### src/rtl/alarm_pkg.sv
package alarm_pkg;
  localparam int DEF_NUM_DIGITS = 4;
  localparam int DEF_DIGIT_W    = 4;

  // Extract one digit from a packed vector of digits.
  function automatic logic [DEF_DIGIT_W-1:0] digit_at(
    input logic [DEF_NUM_DIGITS*DEF_DIGIT_W-1:0] vec,
    input int unsigned                          idx
  );
    return vec[idx*DEF_DIGIT_W +: DEF_DIGIT_W];
  endfunction
endpackage

### src/rtl/alarm_store.sv
module alarm_store #(
  parameter int NUM_DIGITS = 4,
  parameter int DIGIT_W    = 4,
  localparam int VEC_W     = NUM_DIGITS * DIGIT_W
) (
  input  logic             clk,
  input  logic             rst_n,
  input  logic             set_i,
  input  logic [VEC_W-1:0] digits_i,
  output logic [VEC_W-1:0] stored_o,
  output logic             armed_o
);
  always_ff @(posedge clk or negedge rst_n) begin
    if (!rst_n) begin
      stored_o <= '0;
      armed_o  <= 1'b0;
    end else if (set_i) begin
      stored_o <= digits_i;
      armed_o  <= 1'b1;
    end
  end

  // capture of the applied digits and arming
  a_r2_capture: assert property (@(posedge clk) disable iff (!rst_n)
    set_i |=> (armed_o && stored_o == $past(digits_i)));

  // storage only changes on a set
  a_r3_hold_store: assert property (@(posedge clk) disable iff (!rst_n)
    !set_i |=> $stable(stored_o));
endmodule

### src/rtl/alarm_compare.sv
module alarm_compare #(
  parameter int NUM_DIGITS = 4,
  parameter int DIGIT_W    = 4,
  localparam int VEC_W     = NUM_DIGITS * DIGIT_W
) (
  input  logic             clk,
  input  logic             rst_n,
  input  logic             armed_i,
  input  logic [VEC_W-1:0] stored_i,
  input  logic [VEC_W-1:0] now_i,
  output logic             match_o,
  output logic             hit_o
);
  logic [NUM_DIGITS-1:0] digit_eq;
  logic                  match_q;

  for (genvar g = 0; g < NUM_DIGITS; g++) begin : g_digit
    assign digit_eq[g] = (stored_i[g*DIGIT_W +: DIGIT_W] == now_i[g*DIGIT_W +: DIGIT_W]);
  end

  assign match_o = armed_i && (&digit_eq);

  always_ff @(posedge clk or negedge rst_n) begin
    if (!rst_n) match_q <= 1'b0;
    else        match_q <= match_o;
  end

  // Entry into the matching time only
  assign hit_o = match_o && !match_q;

  // no two hits in consecutive cycles
  a_r6_single_hit: assert property (@(posedge clk) disable iff (!rst_n)
    hit_o |=> !hit_o);

  // nothing matches while unarmed
  a_r1_unarmed_quiet: assert property (@(posedge clk) disable iff (!rst_n)
    !armed_i |-> !match_o);
endmodule

### src/rtl/alarm_ring.sv
module alarm_ring (
  input  logic clk,
  input  logic rst_n,
  input  logic hit_i,
  input  logic dismiss_i,
  output logic ring_o
);
  always_ff @(posedge clk or negedge rst_n) begin
    if (!rst_n)         ring_o <= 1'b0;
    else if (dismiss_i) ring_o <= 1'b0;
    else if (hit_i)     ring_o <= 1'b1;
  end

  // dismiss always clears, even against a hit
  a_r5_dismiss_clears: assert property (@(posedge clk) disable iff (!rst_n)
    dismiss_i |=> !ring_o);

  // ring held without dismiss
  a_r5_ring_sticky: assert property (@(posedge clk) disable iff (!rst_n)
    (ring_o && !dismiss_i) |=> ring_o);
endmodule

### src/rtl/alarm_match.sv
module alarm_match #(
  parameter int NUM_DIGITS = alarm_pkg::DEF_NUM_DIGITS,
  parameter int DIGIT_W    = alarm_pkg::DEF_DIGIT_W,
  localparam int VEC_W     = NUM_DIGITS * DIGIT_W
) (
  input  logic             clk,
  input  logic             rst_n,
  input  logic             set_i,
  input  logic             dismiss_i,
  input  logic [VEC_W-1:0] alarm_digits_i,
  input  logic [VEC_W-1:0] now_digits_i,
  output logic             ring_o
);
  logic [VEC_W-1:0] stored;
  logic             armed;
  logic             match;
  logic             hit;

  alarm_store #(.NUM_DIGITS(NUM_DIGITS), .DIGIT_W(DIGIT_W)) u_store (
    .clk      (clk),
    .rst_n    (rst_n),
    .set_i    (set_i),
    .digits_i (alarm_digits_i),
    .stored_o (stored),
    .armed_o  (armed)
  );

  alarm_compare #(.NUM_DIGITS(NUM_DIGITS), .DIGIT_W(DIGIT_W)) u_compare (
    .clk      (clk),
    .rst_n    (rst_n),
    .armed_i  (armed),
    .stored_i (stored),
    .now_i    (now_digits_i),
    .match_o  (match),
    .hit_o    (hit)
  );

  alarm_ring u_ring (
    .clk       (clk),
    .rst_n     (rst_n),
    .hit_i     (hit),
    .dismiss_i (dismiss_i),
    .ring_o    (ring_o)
  );

  // a ring only starts after a matching, undismissed cycle
  a_r4_rise_on_match: assert property (@(posedge clk) disable iff (!rst_n)
    $rose(ring_o) |-> ($past(match) && !$past(dismiss_i)));

  // no ring without an armed alarm
  a_r1_ring_needs_arm: assert property (@(posedge clk) disable iff (!rst_n)
    ring_o |-> armed);
endmodule

### config.mk
export PLATFORM = sky130hd
export DESIGN_NAME = alarm_match
export DESIGN_NICKNAME = d
export VERILOG_FILES = /design/src/rtl/alarm_pkg.sv /design/src/rtl/alarm_store.sv /design/src/rtl/alarm_compare.sv /design/src/rtl/alarm_ring.sv /design/src/rtl/alarm_match.sv
export SDC_FILE = /design/constraint.sdc
export NUM_CORES = 1
export LEC_CHECK = 0
export BUFFER_PORTS_ARGS = -buffer_cell sky130_fd_sc_hd__buf_2
export CORE_MARGIN = 3
export CORE_UTILIZATION = 48
export CTS_BUF_LIST = sky130_fd_sc_hd__clkbuf_8
export DETAILED_ROUTE_END_ITERATION = 8
export GPL_TIMING_DRIVEN = 0
export HOLD_SLACK_MARGIN = 0.1
export PLACE_DENSITY = 0.86
export SLEW_MARGIN = 10
export SYNTH_ARGS = -nofsm -noshare
export SYNTH_HDL_FRONTEND = slang
export SYNTH_SLANG_ARGS = --single-unit
export TNS_END_PERCENT = 20
### constraint.sdc
create_clock -name clk -period 1.7 [get_ports clk]
set_input_delay 0.34 -clock clk [delete_from_list [all_inputs] [get_ports clk]]
set_output_delay 0.34 -clock clk [all_outputs]
set_load 0.05 [all_outputs]
Word-level counts from Yosys, hierarchy flattened:

Index checks and enable logic that the tools add are counted.

* bits in registers: 19
* bits of input ports: 36
* output and inout bits: 1
* logic and storage cells: 15

* eq/ne operators: 4
* muxes and demuxes: 2
* reductions and logical operators: 5

Operator list (count)
* == test 4 bit: 4
* AND reduction 4 bit: 1
* logical AND 1 bit: 2
* two-way mux 1 bit: 2
* nonzero test 2 bit: 1
* logical NOT 1 bit: 1

Depth between registers and ports, before layout:

Gate-level depths: netlist of the first run.

* depth in word-level cells: 6
* gate-level depth with buffers: 4
* mapped depth without buffers: 4

Cells and area by module:

From an unflattened synthesis of the first run, not the netlist that was laid out.

* cell total of the unflattened synthesis: 62
* area total of the unflattened synthesis: 923.4 um^2

By module, submodules not included
* alarm_store: instances 1, cells each 36, area each 676.9 um^2, seq. area each 425.4 um^2
* alarm_compare: instances 1, cells each 24, area each 211.5 um^2, seq. area each 25.0 um^2
* alarm_ring: instances 1, cells each 2, area each 35.0 um^2, seq. area each 25.0 um^2

Worst setup path before layout of the first run:

Ideal clock, no wire load.

* path kind: reg-to-reg
* start point: register u_store.stored_o[3]
* end point: register u_ring.ring_o
* library setup time: 0.103 ns
* data arrival time: 1.312 ns
* data required time: 1.597 ns
* setup slack: 0.284 ns
* cell stages (with the launch flop): 5
* buffers on the path: 0
* clock period less this slack: 1.416 ns
* path through: dfrtp_1 > xnor2_1 > nand2_1 > or4_4 > o41ai_2

* word-level cells in the longest chain between the ends: 5

Ends and longest elaborated chain
* start, declared: RTL line alarm_store.sv:10 `output logic [VEC_W-1:0] stored_o,`
* start signal, assigned: RTL line alarm_store.sv:18 `stored_o <= digits_i;`
* == test 4 bit: RTL line alarm_compare.sv:18 `assign digit_eq[g] = (stored_i[g*DIGIT_W +: DIGIT_W] == now_i[g*DIGIT_W +: DIGIT_W]);`
* AND reduction 4 bit: RTL line alarm_compare.sv:21 `assign match_o = armed_i && (&digit_eq);`
* logical AND 1 bit: RTL line alarm_compare.sv:21
* logical AND 1 bit: RTL line alarm_compare.sv:29 `assign hit_o = match_o && !match_q;`
* nonzero test 2 bit (no source line)
* end signal, assigned: RTL line alarm_ring.sv:9 `if (!rst_n) ring_o <= 1'b0;`
* end signal, assigned: RTL line alarm_ring.sv:10 `else if (dismiss_i) ring_o <= 1'b0;`
* end signal, assigned: RTL line alarm_ring.sv:11 `else if (hit_i) ring_o <= 1'b1;`
* end, declared: RTL line alarm_ring.sv:6 `output logic ring_o`

No other way between the ends.
A chain may end at the register's enable or synchronous reset.

Final worst setup path of the first run:

Ends and elaborated chain as after synthesis.

==> summary.txt, run 1 <==
STA
  – Time the final worst path needs with I/O delays and setup: 1.48 ns
  – Unrepaired setup endpoints after global routing: no
  – Worst hold slack across all endpoints: 0.283 ns
  – Highest attainable clock frequency: 0.675 GHz
  – Worst Tran Pin Value: around 0.43 ns
  – Relative max-transition margin: 0.713
  – PnR worst setup slack: around 0.22 ns
  – Final slew viol count: 0
  – Setup TNS after final layout: 0 ns
  – Final period util: 0.872
  – # setup viols final: 0
  – Hold Violations, Final: 0
  – Clock tree skew after final layout: 0.00120 ns

Global routing
  – Wire length of the first global-routing pass: 2.71 mm
  – Via count of the first global-routing pass: 656
  – Antenna violations before repair: 0
  – Pin count of the biggest net entering global routing: 20
  – Total grt overflow: 0
  – GRT Overall Usage: 0.148

Run status
  – Result of the run: complete, no violations

Clocking
  – Clock tree from TritonCTS: yes
  – CTS Buf Count: 3
  – Sink count of the clock tree: 19
  – CTS Root Buffer Type: sky130_fd_sc_hd__clkbuf_8
  – Register clock-pin slew on the reported worst setup and hold paths: 0.07 ns
  – Insertion delay to the later sink of the worst-skew pair: 0.25 ns
  – Number of levels in the clock H-tree: 1
  – Deepest clock path buffer count: 2

Flow run
  – Max_cap viols: 0

Worst setup path
  – Setup crit start kind: flop
  – Worst r2r src: u_store.stored_o[3]
  – Biggest fanout along the worst timing path: 2
  – Maximum cell stage delay along the critical path: roughly 0.52 ns
  – Cell with the biggest individual delay on the critical path: sky130_fd_sc_hd__or4_4
  – Depth of the worst register-to-register path: 4
  – Buffers plus inverters on the worst setup path: 0
  – Category of cells accounting for the largest share of critical-path delay: simple AND/OR/NAND/NOR gates
  – Reg2Reg Capture Point: u_ring.ring_o
  – Data required time of the worst path: 1.85 ns
  – Series of cell instances along the critical path: xnor2_1 -> nand2_1 -> or4_4 -> o41ai_2
  – Type of the worst setup path: reg2reg
  – Endpoint arrival time on the critical path: between 1.5 and 2 ns
  – Register-to-register path setup slack: 0.22 ns
  – Element type at the critical path end: flop

Yosys
  – Area share of the largest cell type after synthesis: 0.543
  – Most used standard cell by instance count after synthesis: sky130_fd_sc_hd__dfrtp_1
  – Number of distinct library cell variants in the gate-level netlist after synthesis: 20
  – Share of async-settable or async-resettable flops after synthesis: 1.00
  – Net count after synthesis: 104
  – Average footprint of a synthesized cell: 12.9 um^2
  – Leading post-synthesis cells by cell area: sky130_fd_sc_hd__dfrtp_1, sky130_fd_sc_hd__mux2_2, sky130_fd_sc_hd__xor2_1
  – Number of register bits inferred by synthesis: 19
  – Synthesized instance count: 68
  – Number of warnings issued by yosys: 0
  – EDFF count, synth: 0
  – Post-Syn Area: roughly 880 um^2
  – Sequential fraction of the synthesis area: 0.543
  – Ys flop type: sky130_fd_sc_hd__dfrtp_1
  – Top cells by count, synth: sky130_fd_sc_hd__dfrtp_1, sky130_fd_sc_hd__mux2_2, sky130_fd_sc_hd__xor2_1, sky130_fd_sc_hd__xnor2_1
  – Leading area contributor after synthesis: sky130_fd_sc_hd__dfrtp_1

Floorplan
  – Floorplan die width: 48.7 um
  – Die area: between 2000 and 2500 um^2
  – IO Pins: 37
  – Row count: 14
  – Die H: 48.7 um
  – Placeable core region: 1610 um^2
  – Initial Util: 0.543

Hold path
  – HP Class: in2reg
  – WHS Endpoint: u_ring.ring_o
  – Hold path startpoint: dismiss_i
  – WHS Path Cells: 2

Cells and area
  – Fraction of final layout cells with drive strength greater than 1: 0.519
  – Area added between synthesis and finish: 29.7%
  – Antenna fix cells: 0
  – Fill cells: 132
  – FF+latch area: 475 um^2
  – Final instance count without filler cells: 132
  – Number of nets in the final layout: about 150
  – Multi-input combinational cell area: 380 um^2

Drt
  – Vias per cell: 4.77
  – DRC marker count from the first detailed-route iteration: 14
  – Count of vias placed by the detailed router: 630
  – First-pass detailed-route iteration total: 4
  – Number of routed nets with antenna violations: 0
  – Wirelength per Cell: around 12 um
  – Drt total wl: 1.59 mm
  – DRC errors left: 0

Place
  – Total half-perimeter wirelength after legalization and detailed placement: 1.25 mm
  – Setup Slack @ Placement: 0.154 ns
  – GP Congestion: around 0.65
  – Placed Cells incl. Taps: 127
  – Port Buf Inserts: 35

Power and ir drop
  – Cell leakage power: 0.000541 uW
  – Pwr dens: 849 nW/um^2
  – Largest vdd supply drop: 0.662 mV
  – Final total power: 965 uW
flip-flops by register name, summed over array words and instances (netlist names):
signal	count
u_store.stored_o	16
u_compare.match_q	1
u_store.armed_o	1
u_ring.ring_o	1
per-layer routing:
metal	vias to the layer above	part of all wire	wire length, um	GRT usage
met5	-	0	0	0
met4	0	0.0088	14	0.0569
met3	2	0.085	135	0.0491
met2	27	0.49	774	0.233
met1	286	0.42	671	0.187
li1	315	-	-	-
cell usage in the layout (no fill, tap or decap):
cell type and instances:
sky130_fd_sc_hd__buf_2 36, sky130_fd_sc_hd__dfrtp_1 19, sky130_fd_sc_hd__mux2_2 14, sky130_fd_sc_hd__xor2_1 7, sky130_fd_sc_hd__xnor2_1 6, sky130_fd_sc_hd__inv_1 4, sky130_fd_sc_hd__o21ai_0 3, sky130_fd_sc_hd__nand2_1 3
sky130_fd_sc_hd__clkbuf_8 3, sky130_fd_sc_hd__o22ai_1 1, sky130_fd_sc_hd__nand4_1 1, sky130_fd_sc_hd__or4_4 1, sky130_fd_sc_hd__a222oi_1 1, sky130_fd_sc_hd__nor4_1 1, sky130_fd_sc_hd__nor3_1 1, sky130_fd_sc_hd__nand3_1 1
sky130_fd_sc_hd__nor2_1 1, sky130_fd_sc_hd__clkbuf_1 1, sky130_fd_sc_hd__nand2b_1 1, sky130_fd_sc_hd__o41ai_2 1, sky130_fd_sc_hd__or2_2 1, sky130_fd_sc_hd__dlygate4sd3_1 1
worst reg2reg max path: cells and delay by family, from the launching register on:
| family | cells | cell delay (ns) |
|---|---|---|
| DFF | 1 | 0.40 |
| xor gates and xnor gates | 1 | 0.13 |
| AOI/OAI and AO/OA | 1 | 0.27 |
| and+or+nand+nor | 2 | 0.59 |
where the power goes:
part           internal (uW)  switching (uW)  total (uW)
Clock                    160             139         299
Combinational           91.6            61.4         153
Sequential               490            22.8         513
Total                    742             223         965
worst max-delay path by stage:
stage / startpoint / to / cells past startpoint
floorplan: u_store.stored_o[3] / u_ring.ring_o / 4
CTS: u_store.stored_o[3] / u_ring.ring_o / 4
global route: u_store.stored_o[10] / u_ring.ring_o / 4
finish: u_store.stored_o[3] / u_ring.ring_o / 4
global placement: now_digits_i[10] / u_ring.ring_o / 5
detailed placement: now_digits_i[3] / u_ring.ring_o / 5
area by class of cell:
| cell class | instances | area share |
|---|---|---|
| Sequential cell | 19 | 0.419 |
| Buffer | 2 | 0.00771 |
| Timing Repair Buffer | 36 | 0.163 |
| Clock inverter | 1 | 0.00330 |
| Inverter | 3 | 0.00991 |
| Tap cell | 24 | 0.0264 |
| Clock buffer | 3 | 0.0363 |
| Multi-Input combinational cell | 44 | 0.335 |
kinds of logic after synthesis:
kind of cell / Yosys count / synth area share
xor+xnor: 13 / 0.130
compound gates: 6 / 0.0543
buf+inv: 5 / 0.0228
flops: 19 / 0.543
simple gates: 11 / 0.0700
mux: 14 / 0.180
what timing repair did:
action	CTS	global route
hold buffers	1	0
gates resized for setup	0	0
setup buffers	0	0
endpoints found under the hold margin	19	0
metrics by stage:
step / utilization / instance area, um^2
floorplan: - / 876
global placement: 0.671 / 1080
detailed placement: 0.671 / 1080
CTS: 0.705 / 1140
global route: 0.705 / 1140
finish: 0.705 / 1140
No activity file was read; power rests on OpenSTA's default activity.
==> run 2, diff against run 1 <==
CORE_MARGIN = unset   (was 3)
PLACE_DENSITY = 0.81   (was 0.86)
==> run 2 against run 1 <==
Net effect: register-to-register slack about the same; global-route usage up 2.5 points; critical path type unchanged; critical endpoint unchanged; critical path depth stayed put; largest cell class unchanged; maximum frequency is 0.73% lower.
==> summary.txt, run 2 (synthesized netlist as in run 1, its figures left out) <==
Cells and area
  – Antenna fix cells: 0 (unchanged)
  – Area added between synthesis and finish: 29.9%
  – Number of flip-flops under the largest register name: 16 (unchanged)
  – Fraction of final layout cells with drive strength greater than 1: 0.519 (unchanged)
  – Register ranked first by flip-flop count: u_store.stored_o
  – Leading cell type in the layout, fill and taps excluded: sky130_fd_sc_hd__buf_2
  – Finished Core Util: 0.659 (-0.0463)
  – Most used cells in the layout excluding fill and tap cells: sky130_fd_sc_hd__buf_2, sky130_fd_sc_hd__dfrtp_1, sky130_fd_sc_hd__mux2_2
  – Number of nets in the final layout: 145 (unchanged)

Worst setup path
  – Buffers plus inverters on the worst setup path: 0 (unchanged)
  – Maximum cell stage delay along the critical path: 0.52 ns (about the same)
  – Element type at the critical path end: flop
  – Cell with the biggest individual delay on the critical path: sky130_fd_sc_hd__or4_4
  – Setup crit start kind: flop
  – Biggest fanout along the worst timing path: 2 (unchanged)
  – Series of cell instances along the critical path: xnor2_1 -> nand2_1 -> or4_4 -> o41ai_2
  – Data required time of the worst path: 1.85 ns (about the same)
  – Category of cells accounting for the largest share of critical-path delay: simple AND/OR/NAND/NOR gates
  – Type of the worst setup path: reg2reg
  – Endpoint arrival time on the critical path: 1.65 ns (+0.02 ns)

Place
  – Port Buf Inserts: 35 (unchanged)
  – Total half-perimeter wirelength after legalization and detailed placement: 1.23 mm (-1.6%)
  – GP Congestion: 0.674 (+4.1%)

STA
  – # setup viols final: 0 (unchanged)
  – Unrepaired setup endpoints after global routing: no
  – Worst Tran Pin Value: 0.417 ns (-0.0134 ns)
  – Final period util: 0.878 (+0.00641)
  – Clock tree skew after final layout: 0.000724 ns (-0.000477 ns)
  – Hold Violations, Final: 0 (unchanged)
  – Time the final worst path needs with I/O delays and setup: 1.49 ns (+0.0109 ns)
  – Relative max-transition margin: 0.722 (+0.00890)
  – Highest attainable clock frequency: 0.670 GHz (-0.73%)
  – Setup TNS after final layout: 0 ns (unchanged)
  – Final slew viol count: 0 (unchanged)

Global routing
  – Wire length of the first global-routing pass: 2.46 mm (-9.4%)
  – GRT Overall Usage: 0.172 (+0.0246)
  – Total grt overflow: 0 (unchanged)
  – Antenna violations before repair: 0 (unchanged)
  – Via count of the first global-routing pass: 598 (-8.8%)
  – Pin count of the biggest net entering global routing: 20 (unchanged)

Hold path
  – HP Class: in2reg

Clocking
  – Clock tree from TritonCTS: yes
  – Insertion delay to the later sink of the worst-skew pair: 0.25 ns (about the same)
  – CTS Buf Count: 3 (unchanged)
  – Sink count of the clock tree: 19 (unchanged)
  – Number of levels in the clock H-tree: 1 (unchanged)
  – CTS Root Buffer Type: sky130_fd_sc_hd__clkbuf_8
  – Deepest clock path buffer count: 2 (unchanged)
  – Register clock-pin slew on the reported worst setup and hold paths: 0.07 ns (about the same)
  – Setup Buffers After CTS: 0 (unchanged)

Floorplan
  – Initial Util: 0.507 (-0.0362)
  – Placeable core region: 1730 um^2 (+7.1%)
  – Row count: 15 (+1)
  – Die H: 44.7 um (-8.2%)
  – Floorplan die width: 44.7 um (-8.2%)
  – IO Pins: 37 (unchanged)
  – Die area: 2000 um^2 (-16%)

Drt
  – DRC errors left: 0 (unchanged)
  – Number of routed nets with antenna violations: 0 (unchanged)
  – Vias per cell: 4.79 (+0.35%)
  – Drt total wl: 1.59 mm (unchanged)
  – DRC marker count from the first detailed-route iteration: 9 (-5)
  – Count of vias placed by the detailed router: 637 (+1.1%)
  – First-pass detailed-route iteration total: 4 (unchanged)
  – Wirelength per Cell: 12.0 um (-0.75%)

Flow run
  – Max_cap viols: 0 (unchanged)

Run status
  – Result of the run: complete, no violations

Power and ir drop
  – Largest vdd supply drop: 0.479 mV (-28%)
  – Final total power: 967 uW (+0.18%)
  – Cell leakage power: 0.000541 uW (unchanged)
  – Pwr dens: 850 nW/um^2 (about the same)
[run 2: cell counts in the layout (fill, tap and decap cells not counted)]
Identical to the previous run, type by type.
[run 2: power by group]
part | internal (uW) | total (uW) | switching, uW
clock | 160 | 298 | 138
combinational | 91.7 | 155 | 63.7
sequential | 490 | 513 | 23.3
total | 742 | 967 | 225
[run 2: worst register-to-register path, stage by stage, from the launching register on]
cell and delay [ns]:
sky130_fd_sc_hd__dfrtp_1 0.39, sky130_fd_sc_hd__xnor2_1 0.13, sky130_fd_sc_hd__nand2_1 0.08, sky130_fd_sc_hd__or4_4 0.53, sky130_fd_sc_hd__o41ai_2 0.27
[run 2: layout make-up]
type	count	area, um^2
Sequential cell	19	475
Inverter	3	11.3
Clock inverter	1	3.75
Clock buffer	3	41.3
Fill cell	161	589
Timing Repair Buffer	36	185
Tap cell	25	31.3
Multi-Input combinational cell	44	380
Buffer	2	8.76
[run 2: per-stage QoR]
| stage | setup WS (ns) | hold WS, ns | instance area [um^2] | cells |
|---|---|---|---|---|
| CTS | 0.190 | 0.279 | 1140 | 133 |
| global route | 0.122 | 0.281 | 1140 | 133 |
| global placement | 0.145 | 0.297 | 1080 | 128 |
| floorplan | 0.284 | 0.0444 | 876 | 68 |
| detailed placement | 0.126 | 0.297 | 1080 | 128 |
| finish | 0.207 | 0.280 | 1140 | 133 |
[run 2: final timing paths]
kind | start | end | slack [ns] | cells past startpoint
max | u_store.stored_o[3] | u_ring.ring_o | 0.21 | 4
min | dismiss_i | u_ring.ring_o | 0.28 | 2
max reg2reg | u_store.stored_o[3] | u_ring.ring_o | 0.21 | 4
min reg2reg | u_compare.match_q | u_ring.ring_o | 0.44 | 1
max in group asynchronous | rst_n | u_compare.match_q | 0.85 | 2
min in group asynchronous | rst_n | u_store.stored_o[6] | 0.56 | 2
[run 2: metal layers]
metal	global-route usage	up-vias	wire [um]
met5	0	-	0
met4	0.0727	0	10
met3	0.0240	2	78
met2	0.294	25	804
met1	0.219	298	699
li1	-	312	-
[run 2: what timing repair did]
item | in CTS | in global routing
hold buffers | 1 | 0
endpoints found under the hold margin | 19 | 0
endpoints found under the setup margin | 0 | 0
resized for setup | 0 | 0
==> run 3, diff against run 2 <==
CAP_MARGIN = 30   (was unset)
CORE_UTILIZATION = 46   (was 48)
CTS_BUF_LIST = unset   (was sky130_fd_sc_hd__clkbuf_8)
PLACE_DENSITY = 0.78   (was 0.81)
==> run 3 against run 2 <==
Net effect: flip-flop and latch count stayed put; count of clock-buffer cells in the layout up 1; global-route usage increased by 1.1 points; first-iteration DRC count fell by 67%; non-clock buffer count is the same; final area shrank 1.7%; worst setup slack got worse by 0.027 ns; sequential share of layout area grew 0.70 points; clock skew is 0.0036 ns higher; critical path depth is the same; sequential power hardly changed; combinational power about the same; highest routed layer unchanged.
==> summary.txt, run 3 (synthesized netlist as in run 1, its figures left out) <==
Hold path
  – HP Class: in2reg
  – WHS Endpoint: u_ring.ring_o
  – WHS Path Cells: 2 (unchanged)
  – Hold path startpoint: dismiss_i

Global routing
  – GRT Overall Usage: 0.183 (+0.0111)
  – Pin count of the biggest net entering global routing: 20 (unchanged)
  – Via count of the first global-routing pass: 664 (+11%)
  – Antenna violations before repair: 0 (unchanged)
  – Wire length of the first global-routing pass: 2.66 mm (+8.4%)
  – Total grt overflow: 0 (unchanged)

STA
  – Relative max-transition margin: 0.712 (-0.0100)
  – Time the final worst path needs with I/O delays and setup: 1.52 ns (+0.0272 ns)
  – Clock tree skew after final layout: 0.00428 ns (+0.00356 ns)
  – Worst Tran Pin Value: 0.432 ns (+0.0150 ns)
  – Worst hold slack across all endpoints: 0.241 ns (-0.0391 ns)
  – Hold Violations, Final: 0 (unchanged)
  – Final slew viol count: 0 (unchanged)
  – Unrepaired setup endpoints after global routing: no
  – Setup TNS after final layout: 0 ns (unchanged)
  – Highest attainable clock frequency: 0.658 GHz (-1.8%)
  – Final period util: 0.894 (+0.0160)
  – # setup viols final: 0 (unchanged)

Floorplan
  – Placeable core region: 1760 um^2 (+2.2%)
  – Die area: 2080 um^2 (+4.2%)
  – Row count: 15 (unchanged)
  – Initial Util: 0.496 (-0.0108)
  – Floorplan die width: 45.6 um (+2.1%)
  – Die H: 45.6 um (+2.1%)
  – IO Pins: 37 (unchanged)

Place
  – GP Congestion: 0.687 (+1.9%)
  – Total half-perimeter wirelength after legalization and detailed placement: 1.25 mm (+1.5%)
  – Port Buf Inserts: 35 (unchanged)

Power and ir drop
  – Flop pwr share: 0.579 (+0.048)
  – Net Sw Frac: 0.241 (+0.00840)
  – Internal power summed over all cells: 672 uW (-9.4%)
  – Part of the power in the clock network: 0.247 (-0.061)
  – Pwr dens: 792 nW/um^2 (-6.8%)
  – Net switching component of the power: 214 uW (-5.1%)
  – Cell leakage power: 0.000529 uW (-2.2%)
  – Largest vdd supply drop: 0.471 mV (-1.7%)
  – Gate power share: 0.174 (+0.013)

Worst setup path
  – Element type at the critical path end: flop
  – Register-to-register path setup slack: 0.18 ns (-0.03 ns)
  – Type of the worst setup path: reg2reg
  – Crit path depth: 4 (unchanged)
  – Cell with the biggest individual delay on the critical path: sky130_fd_sc_hd__or4_4
  – Category of cells accounting for the largest share of critical-path delay: simple AND/OR/NAND/NOR gates
  – Data required time of the worst path: 1.89 ns (+0.04 ns)
  – Worst r2r src: u_store.stored_o[10]
  – Setup crit start kind: flop
  – Depth of the worst register-to-register path: 4 (unchanged)
  – Series of cell instances along the critical path: xnor2_1 -> nand2_1 -> or4_4 -> o41ai_2
  – Maximum cell stage delay along the critical path: 0.53 ns (about the same)
  – Buffers plus inverters on the worst setup path: 0 (unchanged)
  – Biggest fanout along the worst timing path: 2 (unchanged)
  – Reg2Reg Capture Point: u_ring.ring_o
  – Endpoint arrival time on the critical path: 1.71 ns (+0.06 ns)

Clocking
  – Clock tree from TritonCTS: yes
  – Number of levels in the clock H-tree: 1 (unchanged)
  – Deepest clock path buffer count: 2 (unchanged)
  – Sink count of the clock tree: 19 (unchanged)
  – Setup Buffers After CTS: 0 (unchanged)
  – Insertion delay to the later sink of the worst-skew pair: 0.29 ns (+0.04 ns)
  – CTS Root Buffer Type: sky130_fd_sc_hd__clkbuf_4
  – Register clock-pin slew on the reported worst setup and hold paths: 0.10 ns (+0.03 ns)
  – CTS Buf Count: 3 (unchanged)

Run status
  – Result of the run: complete, no violations

Cells and area
  – Fraction of final layout cells with drive strength greater than 1: 0.519 (unchanged)
  – Register ranked first by flip-flop count: u_store.stored_o
  – Most used cells in the layout excluding fill and tap cells: sky130_fd_sc_hd__buf_2, sky130_fd_sc_hd__dfrtp_1, sky130_fd_sc_hd__mux2_2
  – Antenna fix cells: 0 (unchanged)
  – Number of flip-flops under the largest register name: 16 (unchanged)
  – Number of nets in the final layout: 145 (unchanged)
  – Leading cell type in the layout, fill and taps excluded: sky130_fd_sc_hd__buf_2
  – Fill cells: 160 (-0.62%)
  – Area added between synthesis and finish: 27.7%

Drt
  – Drt total wl: 1.60 mm (+0.25%)
  – Count of vias placed by the detailed router: 645 (+1.3%)
  – Number of routed nets with antenna violations: 0 (unchanged)
  – DRC errors left: 0 (unchanged)
  – First-pass detailed-route iteration total: 4 (unchanged)
  – DRC marker count from the first detailed-route iteration: 3 (-6)
  – Wirelength per Cell: 12.0 um (+0.25%)
  – Vias per cell: 4.85 (+1.3%)

Flow run
  – Max_cap viols: 0 (unchanged)
-- run 3: power groups by stage --
stage	registers (uW)	clock network, uW	logic (uW)
floorplan	517	0	90.5
global placement	520	0	149
detailed placement	523	0	155
CTS	514	232	157
global route	519	247	172
finish	513	219	154
-- run 3: how the worst max path moves through the flow --
stage / endpoint / slack (ns) / from
6_report: u_ring.ring_o / 0.18 / u_store.stored_o[10]
5_1_grt: u_ring.ring_o / 0.07 / u_store.stored_o[10]
4_1_cts: u_ring.ring_o / 0.17 / u_store.stored_o[10]
3_5_place_dp: u_ring.ring_o / 0.12 / now_digits_i[10]
3_3_place_gp: u_ring.ring_o / 0.14 / now_digits_i[10]
2_1_floorplan: u_ring.ring_o / 0.28 / u_store.stored_o[3]
-- run 3: final cells by class --
cell class	count	area, um^2	share of cell area
Buffer	2	8.76	0.00783
Multi-Input combinational cell	44	380	0.340
Timing Repair Buffer	36	185	0.166
Clock buffer	4	26.3	0.0235
Sequential cell	19	475	0.425
Tap cell	25	31.3	0.0280
Inverter	3	11.3	0.0101
-- run 3: per-layer routing --
layer | vias up | share of wire | global-route usage
li1 | 316 | - | -
met1 | 304 | 0.43 | 0.219
met2 | 23 | 0.51 | 0.320
met3 | 2 | 0.052 | 0.0357
met4 | 0 | 0.0088 | 0.0727
met5 | - | 0 | 0
-- run 3: timing repair --
action,in CTS,in global routing
hold endpoints to repair,19,0
hold buffers,1,0
gates resized for setup,0,0
-- run 3: per-stage QoR --
step	power, uW	setup slack, ns	cell area, um^2	util	instances
2_1_floorplan	607	0.284	876	-	68
3_3_place_gp	669	0.143	1080	0.613	128
3_5_place_dp	677	0.124	1080	0.613	128
4_1_cts	902	0.175	1120	0.634	133
5_1_grt	938	0.0702	1120	0.634	133
6_report	886	0.180	1120	0.634	133
